`config.mk`:
```
export PLATFORM = sky130hd
export DESIGN_NAME = prio_frame_mux
export DESIGN_NICKNAME = d
export VERILOG_FILES = /design/src/rtl/prio_frame_mux.sv
export SDC_FILE = /design/constraint.sdc
export NUM_CORES = 2
export LEC_CHECK = 0
export BUFFER_PORTS_ARGS = -buffer_cell sky130_fd_sc_hd__clkbuf_2
export CELL_PAD_IN_SITES_DETAIL_PLACEMENT = 1
export CELL_PAD_IN_SITES_GLOBAL_PLACEMENT = 2
export CORE_MARGIN = 4
export CORE_UTILIZATION = 43
export CTS_CLUSTER_DIAMETER = 200
export CTS_CLUSTER_SIZE = 16
export DETAILED_ROUTE_END_ITERATION = 8
export PLACE_DENSITY = 0.81
export SLEW_MARGIN = 0
export SYNTH_ARGS = -nofsm -noshare
export SYNTH_HDL_FRONTEND = slang
export SYNTH_SLANG_ARGS = --single-unit
```
`constraint.sdc`:
```
create_clock -name clk -period 6.7 [get_ports clk]
set_input_delay 0.335 -clock clk [delete_from_list [all_inputs] [get_ports clk]]
set_output_delay 0.335 -clock clk [all_outputs]
set_load 0.03 [all_outputs]
```
`src/rtl/prio_frame_mux.sv`:
```
module prio_frame_mux #(
  parameter int NSRC  = 5,
  parameter int DW    = 32,
  parameter int DEPTH = 16,
  parameter int BURST = 4,
  parameter int THW   = 5,
  localparam int AW   = $clog2(DEPTH),
  localparam int BCW  = $clog2(BURST) + 1,
  localparam int IDW  = 3
) (
  input  logic                clk,
  input  logic                rst,
  input  logic [NSRC-1:0]     in_valid,
  input  logic [NSRC*DW-1:0]  in_data,
  input  logic [THW-1:0]      thresh,
  output logic                out_valid,
  input  logic                out_ready,
  output logic [DW-1:0]       out_data,
  output logic [NSRC-1:0]     overflow
);

  typedef enum logic [1:0] {S_IDLE, S_HDR, S_PAY} st_t;

  st_t            state;
  logic [IDW-1:0] sel;
  logic [BCW-1:0] beat;

  logic [DW-1:0]  mem [NSRC][DEPTH];
  logic [AW:0]    wp  [NSRC];
  logic [AW:0]    rp  [NSRC];
  logic [AW:0]    cnt [NSRC];
  logic [NSRC-1:0] full, elig, pop;

  for (genvar g = 0; g < NSRC; g++) begin : g_src
    assign cnt[g]  = wp[g] - rp[g];
    assign full[g] = cnt[g] == (AW+1)'(DEPTH);
    assign elig[g] = 32'(cnt[g]) > 32'(thresh);
    assign pop[g]  = (state == S_PAY) && (32'(sel) == g) && out_ready;

    always_ff @(posedge clk) begin
      if (in_valid[g] && !full[g])
        mem[g][wp[g][AW-1:0]] <= in_data[g*DW +: DW];
    end

    always_ff @(posedge clk) begin
      if (rst) begin
        wp[g]       <= '0;
        rp[g]       <= '0;
        overflow[g] <= 1'b0;
      end else begin
        if (in_valid[g]) begin
          if (full[g]) overflow[g] <= 1'b1;
          else         wp[g]       <= wp[g] + 1'b1;
        end
        if (pop[g]) rp[g] <= rp[g] + 1'b1;
      end
    end
  end

  logic [IDW-1:0] win;
  always_comb begin
    win = '0;
    for (int i = NSRC-1; i >= 0; i--)
      if (elig[i]) win = IDW'(i);
  end

  always_ff @(posedge clk) begin
    if (rst) begin
      state <= S_IDLE;
      sel   <= '0;
      beat  <= '0;
    end else begin
      case (state)
        S_IDLE: if (|elig) begin
          sel   <= win;
          state <= S_HDR;
        end
        S_HDR: if (out_ready) begin
          beat  <= '0;
          state <= S_PAY;
        end
        S_PAY: if (out_ready) begin
          beat <= beat + 1'b1;
          if (beat == BCW'(BURST-1)) state <= S_IDLE;
        end
        default: state <= S_IDLE;
      endcase
    end
  end

  logic [DW-1:0] hdr, head;
  assign hdr       = {8'hA5, 5'b0, sel, 16'(BURST)};
  assign head      = mem[sel][rp[sel][AW-1:0]];
  assign out_valid = state != S_IDLE;
  assign out_data  = (state == S_HDR) ? hdr : head;

endmodule


```
==> summary.md <==
| Metric | Value |
|---|---|
| Layout cell share with drive strength beyond 1 | `22.8%` |
| Worst-margin pin slew | `1.41 ns` |
| Hold wc startpoint | `in_data[52]` |
| Pins over their slew limit | `0` |
| Power Total | `around 44 mW` |
| Register-to-Register Setup Slack | `1.64 ns` |
| Multi-input gate area | `23800 sq um` |
| Fin crit share | `92.7%` |
| Setup crit end kind | `output port` |
| DRC viols | `0` |
| GPL Wtd Cong | `0.837` |
| EDFF count, synth | `~2600` |
| Routed WL per cell | `~42 microns` |
| Run status | `completed` |
| Root Buffer | `clkbuf_16` |
| Crit Reg-Reg Endpoint | `mem[4][324]` |
| Final setup violation count | `0` |
| RSZ-0062 raised after global routing | `no` |
| Final #Nets | `approximately 5700` |
| CP max stage cell | `nand2_1` |
| Worst path cell trace | `mux2i_1 -> nand2_1 -> nand2_4 -> nand2_1 -> a21oi_1 -> o41ai_1 -> o211ai_1 -> clkbuf_2` |
| Die H | `around 500 microns` |
| Setup_tns | `0 ns` |
| Clock Path Buffers | `3` |
| Worst-skew pair later-pin latency | `0.88 ns` |
| CTS tree | `yes` |
| Worst Path Arrival | `5.88 ns` |
| Initial antenna violation count | `33` |
| Crit-path most repeated cell | `nand2_1` |
| Die X | `between 400 and 500 microns` |
| Num ports | `211` |
| FF-to-FF path depth | `11` |
| Post-CTS Setup Bufs | `0` |
| Worst r2r src | `rp[4][1]` |
| Crit Path Class | `reg2out` |
| Worst Setup Start Kind | `register` |
| Min-delay worst type | `in2reg` |
| H-tree depth | `4` |
| Lkg Pwr | `36.0 nW` |
| Syn nets | `5310` |
| Netlist cell types | `67` |
| Peak supply drop | `0.287 mV` |
| F_max | `161 MHz` |
| Initial Util | `43.2%` |
| Hold path depth | `1` |
| Rows | `180` |
| Slowest stage delay, CP | `0.94 ns` |
| Sequential Area | `78700 sq um` |
| PD cells | `380 nW/um^2` |
| Drt pass-1 iters | `8` |
| Commonest non-fill, non-tap cells in the layout | `edfxtp_1 (2610), mux4_2 (591), nand2_1 (322)` |
| First-iteration detailed-routing DRC count | `9831` |
| P&R area growth vs syn | `10.7%` |
| Number of max-cap violations | `0` |
| Data required, critical path | `6.36 ns` |
| Ys Warns | `0` |
| Core area | `about 240000 sq um` |
| Post-CTS sizing | `0` |
| Fill cells | `~22000` |
| Die ar. | `250000 sq um` |
| Worst-path fanout max | `27` |
| Synthesized area | `104000 sq um` |
| Count of input and output buffers | `210` |
| Via Count | `57800` |
| Worst slew margin | `under 10%` |
| Clock skew after layout | `0.0486 ns` |
| Final ANT Viol Nets | `0` |
| Sequential-to-total area share from yosys stat | `75.7%` |
| Grt total ovfl | `0` |
| Syn avg cell area | `between 20 and 25 sq um` |
| Clock sink count | `approximately 2600` |
| Vias per inst | `roughly 6.7` |
| Final min period | `6.21 ns` |
| Clock buffer count from CTS | `182` |
| Final HPWL from detailed placement | `205000 microns` |
| Global-route wire length before repair | `around 500000 microns` |
| Largest net degree at the start of global routing | `around 130` |
| Syn Inst Count | `5060` |
| Yosys reg bits | `2626` |
| Post-Route WL | `about 370000 microns` |
| Number of global-route vias before repair | `between 50000 and 60000` |
| Post-synth top flop | `edfxtp_1` |
| FFs w/ async S/R, synth | `0%` |
| Gr usage total | `29.4%` |
| Commonest non-fill, non-tap cell in the layout | `edfxtp_1` |
| Hold Path End | `mem[1][52]` |
| Final Hold Violating Endpoints | `0` |
| Clk slew on worst S/H paths | `~0.09 ns` |
## critical path, delay by kind of cell (launching register included)
family / cells / cell delay (ns)
AOI/OAI and AO/OA: 3 / 1.40
DFF: 1 / 0.77
muxes: 1 / 0.78
and+or+nand+nor: 3 / 1.65
buffers and inverters: 1 / 0.36
## stage by stage
step | instance area (sq um) | hold slack [ns] | utilization [%] | worst slack [ns] | instances
floorplan | 104000 | 0.434 | - | 0.712 | 5060
global placement | 109000 | 0.454 | 45.2 | 1.48 | 8294
detailed placement | 109000 | 0.461 | 45.2 | 1.44 | 8294
CTS | 115000 | 0.000723 | 47.8 | 0.453 | 8664
global route | 115000 | 0.0252 | 47.8 | 0.492 | 8670
finish | 115000 | 0.0187 | 47.9 | 0.488 | 8681
## cells in the mapped netlist (8+ instances only)
library cell,count,share of area [%]
a211oi_1,89,0.64
a21o_1,12,0.087
a21oi_1,77,0.37
a221oi_1,9,0.076
a22oi_1,23,0.17
a31oi_1,29,0.17
a32oi_1,17,0.14
and2_1,67,0.40
and3_1,96,0.58
and4b_1,8,0.077
buf_1,15,0.054
buf_2,87,0.42
buf_4,21,0.15
buf_6,44,0.48
clkbuf_1,100,0.36
dfxtp_1,16,0.31
edfxtp_1,2610,75
ha_1,72,0.87
inv_1,51,0.18
mux2_2,24,0.26
mux2i_1,203,2.0
mux4_2,592,13
nand2_1,323,1.2
nand2b_1,15,0.090
nand3_1,40,0.19
nand4_1,18,0.11
nor2_1,106,0.38
nor2b_1,24,0.14
nor3_1,14,0.067
nor3b_1,12,0.087
o211ai_1,13,0.094
o21ai_0,61,0.29
o21ai_1,21,0.10
o221ai_1,9,0.076
o22ai_1,15,0.090
xnor2_1,27,0.23
xor2_1,21,0.18
## flip-flops by register name, indices dropped and copies added (netlist names), named ones only
signal / count
state: 2
wp: 25
mem: 2560
rp: 25
overflow: 5
beat: 3
sel: 3
## cell type report
| class | count | area share (%) |
|---|---|---|
| sequential | 2626 | 68.4 |
| multi-input combinational | 2115 | 20.7 |
| clock buffer | 216 | 4.16 |
| tap | 3185 | 3.46 |
| timing repair buffer | 460 | 2.97 |
| inverter | 51 | 0.173 |
| clock inverter | 11 | 0.110 |
| antenna | 17 | 0.0370 |
## where the power goes
group          switching (mW)  internal (mW)
logic                    9.05           5.39
clock network            5.46           5.01
registers               0.310           18.5
## what timing repair did
action,in CTS,in global routing
hold endpoints to repair,2044,0
hold buffers,143,0
setup endpoints to repair,0,0
## worst max-delay path by stage
stage               startpoint           end  depth (start not counted)
finish                register  out_data[23]                          8
global route          register  out_data[15]                          8
global placement      register  out_data[15]                          9
detailed placement    register  out_data[13]                          9
CTS                   register   out_data[5]                          8
floorplan             wp[3][0]   mem[3][384]                         11
## logic make-up (layout without fill, tap and decap cells)
kind of cell             Yosys count  count (layout)  share of synthesized area, %
XOR/XNOR                          48              48                         0.404
flip-flops                      2626            2626                          75.7
AO/OA/AOI/OAI                    409             409                          2.63
AND/OR/NAND/NOR                  760             760                          3.56
adder cells (fa/ha/maj)           77              77                         0.963
buffers and inverters            319             738                          1.66
multiplexers                     821             821                          15.1
other                              0              17                             0
## layer usage
layer | part of all wire (%) | global-route usage [%] | wire length (microns) | vias up
met5 | 0.034 | 0 | 124 | -
met4 | 6.0 | 15.4 | 22100 | 14
met3 | 12 | 7.89 | 45100 | 973
met2 | 47 | 45.7 | 172000 | 4708
met1 | 35 | 38.1 | 129000 | 30700
li1 | - | - | - | 21400
Power figures use the tool's default switching activity.
